## config.mk

```make
export PLATFORM = sky130hd
export DESIGN_NAME = emr_update_seq
export DESIGN_NICKNAME = d
export VERILOG_FILES = /design/src/rtl/emr_pkg.sv /design/src/rtl/emr_wait_timer.sv /design/src/rtl/emr_cfg_track.sv /design/src/rtl/emr_cmd_fmt.sv /design/src/rtl/emr_update_seq.sv
export SDC_FILE = /design/constraint.sdc
export NUM_CORES = 1
export LEC_CHECK = 0
export ABC_AREA = 1
export BUFFER_PORTS_ARGS = -buffer_cell sky130_fd_sc_hd__buf_4
export CAP_MARGIN = 0
export CORE_UTILIZATION = 45
export DETAILED_ROUTE_END_ITERATION = 12
export PLACE_DENSITY = 0.79
export SYNTH_ARGS = -nofsm -noshare
export SYNTH_HDL_FRONTEND = slang
export SYNTH_SLANG_ARGS = --single-unit
```

## constraint.sdc

```tcl
create_clock -name clk -period 4.5 [get_ports clk]
set_clock_uncertainty 0.2 [all_clocks]
set_input_delay 0.9 -clock clk [delete_from_list [all_inputs] [get_ports clk]]
set_output_delay 0.9 -clock clk [all_outputs]
set_load 0.02 [all_outputs]
```

## src/rtl/emr_pkg.sv

```systemverilog
package emr_pkg;

    typedef enum logic [2:0] {
        CMD_NOP = 3'd0,
        CMD_PRE = 3'd1,
        CMD_REF = 3'd2,
        CMD_MRS = 3'd3,
        CMD_ACT = 3'd4
    } sdr_cmd_e;

    typedef enum logic [1:0] {
        ST_IDLE    = 2'd0,
        ST_AFT_PRE = 2'd1,
        ST_AFT_REF = 2'd2,
        ST_AFT_MRS = 2'd3
    } seq_st_e;

    typedef struct packed {
        logic [1:0] ds;
        logic [1:0] tcsr;
        logic [2:0] pasr;
    } emr_fields_t;

    localparam int EMR_FIELD_W = $bits(emr_fields_t);
    localparam int EMR_BANK    = 2;
    localparam int AP_BIT      = 10;

endpackage

```

## src/rtl/emr_wait_timer.sv

```systemverilog
module emr_wait_timer #(
    parameter int CNT_W = 6
) (
    input  logic             clk,
    input  logic             rst_n,
    input  logic             load,
    input  logic [CNT_W-1:0] len,
    output logic             expired
);
    typedef struct packed {
        logic [CNT_W-1:0] cnt;
    } tmr_t;

    tmr_t t_d, t_q;

    always_comb begin
        t_d = t_q;
        if (load) begin
            // a length of zero is treated as one: zero residual wait
            t_d.cnt = (len == '0) ? '0 : len - CNT_W'(1);
        end else if (t_q.cnt != '0) begin
            t_d.cnt = t_q.cnt - CNT_W'(1);
        end
    end

    always_ff @(posedge clk) begin
        if (!rst_n) t_q <= '0;
        else        t_q <= t_d;
    end

    assign expired = (t_q.cnt == '0);

endmodule

```

## src/rtl/emr_cfg_track.sv

```systemverilog
module emr_cfg_track
    import emr_pkg::*;
(
    input  logic        clk,
    input  logic        rst_n,
    input  logic        cfg_update,
    input  logic [2:0]  cfg_pasr,
    input  logic [1:0]  cfg_tcsr,
    input  logic [1:0]  cfg_ds,
    input  logic        seq_start,
    input  logic        mrs_issue,
    output logic        seq_emr,
    output emr_fields_t snap
);
    typedef struct packed {
        emr_fields_t shadow;
        emr_fields_t snap;
        logic        pend;
        logic        late;
        logic        seq_emr;
    } trk_t;

    trk_t k_d, k_q;
    emr_fields_t incoming;

    always_comb begin
        incoming      = '0;
        incoming.pasr = cfg_pasr;
        incoming.tcsr = cfg_tcsr;
        incoming.ds   = cfg_ds;

        k_d = k_q;
        if (cfg_update) k_d.shadow = incoming;

        // pending flag drops only when the register is actually written
        if (mrs_issue) k_d.pend = k_q.late | cfg_update;
        else           k_d.pend = k_q.pend | cfg_update;

        if (seq_start) begin
            k_d.seq_emr = k_q.pend;
            k_d.snap    = k_q.shadow;
            k_d.late    = cfg_update;
        end else begin
            k_d.late    = k_q.late | cfg_update;
        end
    end

    always_ff @(posedge clk) begin
        if (!rst_n) k_q <= '0;
        else        k_q <= k_d;
    end

    assign seq_emr = k_q.seq_emr;
    assign snap    = k_q.snap;

endmodule

```

## src/rtl/emr_cmd_fmt.sv

```systemverilog
module emr_cmd_fmt
    import emr_pkg::*;
#(
    parameter int BA_W  = 2,
    parameter int ROW_W = 13
) (
    input  sdr_cmd_e           cmd_sel,
    input  emr_fields_t        snap,
    input  logic [BA_W-1:0]    act_bank,
    input  logic [ROW_W-1:0]   act_row,
    output logic [BA_W-1:0]    ba,
    output logic [ROW_W-1:0]   addr
);
    logic [ROW_W-1:0] emr_word;
    logic [ROW_W-1:0] pre_word;

    generate
        if (ROW_W > EMR_FIELD_W) begin : g_pad
            assign emr_word = {{(ROW_W-EMR_FIELD_W){1'b0}}, snap};
        end else begin : g_trunc
            assign emr_word = snap[ROW_W-1:0];
        end
    endgenerate

    always_comb begin
        pre_word         = '0;
        pre_word[AP_BIT] = 1'b1;
    end

    always_comb begin
        ba   = '0;
        addr = '0;
        case (cmd_sel)
            CMD_PRE: addr = pre_word;
            CMD_MRS: begin
                ba   = BA_W'(EMR_BANK);
                addr = emr_word;
            end
            CMD_ACT: begin
                ba   = act_bank;
                addr = act_row;
            end
            default: ;
        endcase
    end

endmodule

```

## src/rtl/emr_update_seq.sv

```systemverilog
module emr_update_seq
    import emr_pkg::*;
#(
    parameter int CNT_W = 6,
    parameter int BA_W  = 2,
    parameter int ROW_W = 13
) (
    input  logic             clk,
    input  logic             rst_n,
    input  logic             refresh_req,
    input  logic             cfg_update,
    input  logic [2:0]       cfg_pasr,
    input  logic [1:0]       cfg_tcsr,
    input  logic [1:0]       cfg_ds,
    input  logic [CNT_W-1:0] t_rp,
    input  logic [CNT_W-1:0] t_rfc,
    input  logic [CNT_W-1:0] t_mrd,
    input  logic             act_req,
    input  logic [BA_W-1:0]  act_bank,
    input  logic [ROW_W-1:0] act_row,
    output logic [2:0]       cmd,
    output logic [BA_W-1:0]  ba,
    output logic [ROW_W-1:0] addr,
    output logic             act_grant
);
    typedef struct packed {
        seq_st_e          st;
        logic             ref_pend;
        logic [2:0]       cmd;
        logic [BA_W-1:0]  ba;
        logic [ROW_W-1:0] addr;
        logic             grant;
    } regs_t;

    regs_t r_d, r_q;

    logic             expired;
    logic             tmr_load;
    logic [CNT_W-1:0] tmr_len;
    logic             seq_emr;
    emr_fields_t      snap;
    logic             bus_free;
    logic             seq_start;
    logic             mrs_issue;
    sdr_cmd_e         nxt_cmd;
    seq_st_e          nxt_st;
    logic [BA_W-1:0]  fmt_ba;
    logic [ROW_W-1:0] fmt_addr;

    emr_wait_timer #(.CNT_W(CNT_W)) u_tmr (
        .clk     (clk),
        .rst_n   (rst_n),
        .load    (tmr_load),
        .len     (tmr_len),
        .expired (expired)
    );

    emr_cfg_track u_trk (
        .clk        (clk),
        .rst_n      (rst_n),
        .cfg_update (cfg_update),
        .cfg_pasr   (cfg_pasr),
        .cfg_tcsr   (cfg_tcsr),
        .cfg_ds     (cfg_ds),
        .seq_start  (seq_start),
        .mrs_issue  (mrs_issue),
        .seq_emr    (seq_emr),
        .snap       (snap)
    );

    emr_cmd_fmt #(.BA_W(BA_W), .ROW_W(ROW_W)) u_fmt (
        .cmd_sel  (nxt_cmd),
        .snap     (snap),
        .act_bank (act_bank),
        .act_row  (act_row),
        .ba       (fmt_ba),
        .addr     (fmt_addr)
    );

    // control: choose the command for the next cycle
    always_comb begin
        bus_free = (r_q.st == ST_IDLE)
                || (r_q.st == ST_AFT_REF && expired && !seq_emr)
                || (r_q.st == ST_AFT_MRS && expired);
        nxt_cmd  = CMD_NOP;
        nxt_st   = r_q.st;
        tmr_load = 1'b0;
        tmr_len  = '0;
        if (bus_free) begin
            if (r_q.ref_pend || refresh_req) begin
                nxt_cmd  = CMD_PRE;
                nxt_st   = ST_AFT_PRE;
                tmr_load = 1'b1;
                tmr_len  = t_rp;
            end else if (act_req) begin
                nxt_cmd = CMD_ACT;
                nxt_st  = ST_IDLE;
            end else begin
                nxt_st  = ST_IDLE;
            end
        end else begin
            case (r_q.st)
                ST_AFT_PRE: if (expired) begin
                    nxt_cmd  = CMD_REF;
                    nxt_st   = ST_AFT_REF;
                    tmr_load = 1'b1;
                    tmr_len  = t_rfc;
                end
                ST_AFT_REF: if (expired) begin
                    nxt_cmd  = CMD_MRS;
                    nxt_st   = ST_AFT_MRS;
                    tmr_load = 1'b1;
                    tmr_len  = t_mrd;
                end
                default: ;
            endcase
        end
        seq_start = (nxt_cmd == CMD_PRE);
        mrs_issue = (nxt_cmd == CMD_MRS);
    end

    // assemble next register state
    always_comb begin
        r_d          = r_q;
        r_d.st       = nxt_st;
        r_d.ref_pend = seq_start ? 1'b0 : (r_q.ref_pend | refresh_req);
        r_d.cmd      = nxt_cmd;
        r_d.ba       = fmt_ba;
        r_d.addr     = fmt_addr;
        r_d.grant    = (nxt_cmd == CMD_ACT);
    end

    always_ff @(posedge clk) begin
        if (!rst_n) r_q <= '0;
        else        r_q <= r_d;
    end

    assign cmd       = r_q.cmd;
    assign ba        = r_q.ba;
    assign addr      = r_q.addr;
    assign act_grant = r_q.grant;

endmodule

```

Word-level counts from Yosys, hierarchy flattened

Index checks and enable logic that the tools add are counted.
W data, S select, Z words.

$mul: 0
Shifts and indexed selects: 0
Divide/modulo/power cells: 0
Reduce and logical (&&, ||, !) cells: 16
Eq/ne operators: 8
Multiplexer cells: 27
Bitwise gates (word level): 4
$add $sub $neg: 2
Magnitude comparators: 0

Operators with widths:

| cell                  | number |
|---|---|
| $mux W6               | 7 |
| $pmux W13 S3          | 1 |
| $logic_not A6 Y1      | 2 |
| $pmux W2 S2           | 3 |
| $pmux W6 S2           | 1 |
| $sub A6 B1 Y6 const B | 2 |
| $mux W2               | 5 |
| $mux W3               | 3 |
| $mux W1               | 7 |
| $ne A3 B3 Y1 const B  | 2 |
| $reduce_bool A6 Y1    | 1 |
| $eq A2 B2 Y1 const B  | 2 |
| $reduce_or A2 Y1      | 2 |
| $eq A3 B1 Y1 const B  | 1 |
| $eq A3 B2 Y1 const B  | 1 |
| $eq A3 B3 Y1 const B  | 1 |
| $logic_and A1 B1 Y1   | 3 |
| $logic_or A1 B1 Y1    | 3 |
| $or A1 B1 Y1          | 3 |
| $reduce_and A3 Y1     | 1 |
| $reduce_bool A3 Y1    | 1 |
| $eq A2 B1 Y1 const B  | 1 |
| $logic_not A2 Y1      | 1 |
| $reduce_bool A2 Y1    | 1 |
| 2 further kinds       | 2 |

Input port bits: 45
Output and inout port bits: 19
Latch bits: 0
Bits in read-only memories: 0
Bits in registers: 45
Memories: 0
Logic and storage cells: 73
RAM bits: 0

Depth between registers and ports, before layout

Depth after elaboration: 9
Mapped depth: 16
Gate-level depth less buffers: 15

By module

From an unflattened synthesis, not the netlist that was laid out.

Cell total of the unflattened synthesis: 372
Area, all modules: 2,527.4 µm²

By module, submodules not included:

| module         | instances | area an instance (µm²) | sequential area each (µm²) | cells each |
|---|---|---|---|---|
| emr_update_seq | 1         | 1,109.8                | 440.4                      | 165 |
| emr_cfg_track  | 1         | 634.4                  | 340.3                      | 81 |
| emr_wait_timer | 1         | 540.5                  | 120.1                      | 81 |
| emr_cmd_fmt    | 1         | 242.7                  | 0.0                        | 45 |

Worst setup path after synthesis

OpenSTA, ideal clock, no wires.

Path type: input to register
Start: input refresh_req
End: register u_tmr.t_q[3] (netlist name)
Setup slack: 2,041 ps
Data required time: 4,180 ps
Arrival time: 2,139 ps
Buffers on the path: 0
Setup time: 120 ps
Cell stages on the path: 11
Cells stage by stage: nor2_1 clkinv_1 nand2_1 nor2_1 nor2_4 ha_1 nand2_1 nor2_2 nor2_4 nand3_1 a21oi_2

Cells in the longest elaborated chain, start to end: 6
Elaborated cells on any way between the ends: 10
Those cells by class: 1 x add/sub; 6 x mux; 3 x reduce/logical

Ends and longest elaborated chain:

| element                                           | RTL line             | text |
|---|---|---|
| start, declared                                   | emr_update_seq.sv:10 | `input logic refresh_req,` |
| $logic_or A1 B1 Y1 *                              | emr_update_seq.sv:90 | `if (r_q.ref_pend \|\| refresh_req) begin` |
| $mux W6                                           | emr_update_seq.sv:90 |  |
| $mux W6                                           | emr_update_seq.sv:89 | `if (bus_free) begin` |
| $sub A6 B1 Y6 or $logic_not A6 Y1 (tied branches) | emr_wait_timer.sv:20 | `t_d.cnt = (len == '0) ? '0 : len - CNT_W'(1);` |
| $mux W6                                           | emr_wait_timer.sv:20 |  |
| $mux W6                                           | emr_wait_timer.sv:18 | `if (load) begin` |
| end signal, assigned                              | emr_wait_timer.sv:28 | `else t_q <= t_d;` |
| end, declared                                     | emr_wait_timer.sv:14 | `tmr_t t_d, t_q;` |

Every way passes the cells marked *; elsewhere a longest branch is shown, timed or not.
A chain may end at the register's enable or synchronous reset.

Worst setup path after layout

Start: register r_q[20] (netlist name)
End: register u_trk.k_q[2] (netlist name)

Cells in the longest elaborated chain, start to end: 8
Elaborated cells on any way between the ends: 13
Those cells by class: 4 x eq/ne; 3 x mux; 6 x reduce/logical

Ends and longest elaborated chain:

| element                          | RTL line                                    | text |
|---|---|---|
| start, declared                  | emr_update_seq.sv:35                        | `regs_t r_d, r_q;` |
| start signal, assigned           | emr_update_seq.sv:135                       | `else r_q <= r_d;` |
| $eq A2 B2 Y1                     | emr_update_seq.sv:83, emr_update_seq.sv:102 |  |
| $logic_and A1 B1 Y1 (2 in a row) | emr_update_seq.sv:83                        | `\|\| (r_q.st == ST_AFT_REF && expired && !seq_emr)` |
| $logic_or A1 B1 Y1               | emr_update_seq.sv:83                        |  |
| $logic_or A1 B1 Y1               | emr_update_seq.sv:84                        | `\|\| (r_q.st == ST_AFT_MRS && expired);` |
| $mux W3 *                        | emr_update_seq.sv:89                        |  |
| $eq A3 B2 Y1 *                   | emr_update_seq.sv:119                       | `mrs_issue = (nxt_cmd == CMD_MRS);` |
| $mux W1 *                        | emr_cfg_track.sv:36                         | `if (mrs_issue) k_d.pend = k_q.late \| cfg_update;` |
| end signal, assigned             | emr_cfg_track.sv:50                         | `else k_q <= k_d;` |
| end, declared                    | emr_cfg_track.sv:23                         | `trk_t k_d, k_q;` |

Marked as above.

==> run metrics <==
Yosys warning count=0; Clk pin slew, worst setup/hold paths=0.08 ns; # IOs=64; leakage=1.317 nW; Synth Flop Type=dfxtp_1; slew of the pin with the lowest slew margin=0.7521 ns; Seq pwr share=0.422; synth unique cells=29; post-layout min period=2.827 ns; Num CTS Buffers=5; Rel. slew slack=0.4968; Setup CP Type=flop to flop; largest net degree at the start of global routing=24; Core Area=0.004848 sq mm; Pint=0.6950 mW; TritonCTS clock tree=yes; Tot Pwr=1.111 mW; share of layout cells above drive strength 1=0.2521; Tot GR Track Use=0.1991; cts repair resizes=0; post-CTS setup buffer count=0; vias in the first global route=1,945; Arr. time, crit path=2.77 ns; Skew-Pair Late Insertion Delay=0.29 ns; initial antenna violation count=0; antenna diode instance count=0; H-Tree Depth=2; final hold vios=0; first-pass GRT wire length=8466 um; period utilisation layout=0.6283; Rows=25; vias=2,120; syn nets=370; hold_buf cts=0; Final Max Tran Viols=0; GPL Wtd Cong=0.9188; commonest non-fill, non-tap cell in the layout=nand2_1; P_sw=0.4163 mW; final WL=5062 um; post-route ant nets=0; # fillers=476; Overflow after GRT=0; flops & latches, synth=45; Worst Path Required=4.45 ns; # setup viols final=0; sequential element share of the synthesized area=0.3896; Die Wd=73.68 um; switching share of power=0.3746; Cells after Synth=318; largest fanout on the critical path=12; maxcap violations=0; top post-synthesis cells by area=dfxtp_1, nand2_1, buf_4; Mapped Area=0.002312 sq mm; post-synth top area share=0.3896; DRC Markers=0; startpoint types=flop; Post-synth EDFFs=0; Starting Density=0.4769; setup_tns=0 ns; combinational share of power=0.359; Vias/cell=4.953; Die H=73.68 um; clock tree buffer depth=2; status=complete, no violations; Layout area overhead=19.81%; die area=0.005429 sq mm; Synth area leader=dfxtp_1; Setup crit end kind=flop; Avg WL per Cell=11.83 um; HPWL Detailed=3834 um; count of buffers from port buffering=63; Pwr Density=401.2 mW/mm^2; CTS sink count=45; # nets final=412; drt first pass iters=4; Clk Tree Root Cell=clkbuf_8; Hold Crit Class=flop to flop; unrepaired setup endpoints after global routing=false; clock power share=0.218; Peak VDD IR=0.1720 mV; Initial DRC Count=163; commonest non-fill, non-tap cells in the layout=nand2_1, buf_4, dfxtp_1; Max Freq=353.7 MHz; Mean Syn Cell Area=7.271 sq um; asr flop ratio synth=0
## power groups by stage
stage	Combinational (mW)	Sequential, mW	Clock (mW)
after floorplan	0.305	0.475	0
after global placement	0.386	0.478	0
after detailed placement	0.397	0.479	0
after CTS	0.400	0.470	0.248
after global routing	0.450	0.476	0.266
final	0.399	0.469	0.242
## synthesized netlist by cell type (3+ instances only)
master	number
nand2_1	71
dfxtp_1	45
nor2_1	38
inv_1	25
nand3_1	24
buf_4	19
o21ai_0	16
a21oi_1	14
nand4_1	8
a22oi_1	7
ha_1	7
clkbuf_1	6
nor2_2	6
nor2_4	5
o21ai_1	4
xor2_1	4
inv_2	3
nand2_2	3
## per-layer routing
layer,wire [um],vias to the layer above,GRT usage
li1,-,1096,-
met1,2321,940,0.2711
met3,283,11,0.03567
met4,91,0,0.07692
met5,0,-,0
met2,2365,73,0.3119
## flip-flops by register name (all words and copies together), names as in the netlist
signal         flops
addr              13
u_trk.k_q          9
u_trk.snap         7
u_tmr.t_q          6
cmd                3
r_q                3
ba                 2
act_grant          1
u_trk.seq_emr      1
## final cells by class
class	instances	area (sq um)	share of cell area
timing repair buffer	63	473.0	0.1707
clock buffer	6	72.57	0.02620
clock inverter	2	15.01	0.005420
multi-input combinational	216	1116	0.4029
sequential	45	900.9	0.3252
tap	67	83.83	0.03026
inverter	29	108.9	0.03930
## metrics by stage
| stage | std cells | worst slack, ns | util | instance area (sq um) | hold WS, ns |
|---|---|---|---|---|---|
| 2_1_floorplan | 318 | 2.041 | - | 2312 | 0.2290 |
| 3_3_place_gp | 420 | 1.738 | 0.5533 | 2683 | 0.2405 |
| 3_5_place_dp | 420 | 1.651 | 0.5533 | 2683 | 0.2463 |
| 4_1_cts | 428 | 1.695 | 0.5714 | 2770 | 0.2585 |
| 5_1_grt | 428 | 1.408 | 0.5714 | 2770 | 0.2825 |
| 6_report | 428 | 1.673 | 0.5714 | 2770 | 0.2555 |
## path summary, 6_finish.rpt
kind,slack (ns),cells after the start,endpoint,startpoint
max,1.67,10,u_trk.k_q[2],r_q[20]
min,0.26,2,u_trk.k_q[10],u_trk.k_q[10]
max reg2reg,1.67,10,u_trk.k_q[2],r_q[20]
min reg2reg,0.26,2,u_trk.k_q[10],u_trk.k_q[10]
## worst max-delay path, cell delays in order, from the launching register on
cell	delay (ns)
dfxtp_1	0.37
inv_1	0.09
ha_1	0.30
nand4_1	0.15
nor2_1	0.05
nor2_1	0.57
nand2_1	0.14
nor2_1	0.49
inv_1	0.17
nand2_1	0.09
a21oi_1	0.06
## cell families after synthesis
family	count (synthesis)	share of synthesized area
and+or+nand+nor	159	0.3155
xor gates and xnor gates	5	0.01894
adders and majority gates	7	0.03788
buffers and inverters	57	0.1277
AOI/OAI and AO/OA	45	0.1104
DFF	45	0.3896
Note: power is estimated with default switching activity, not from simulation.
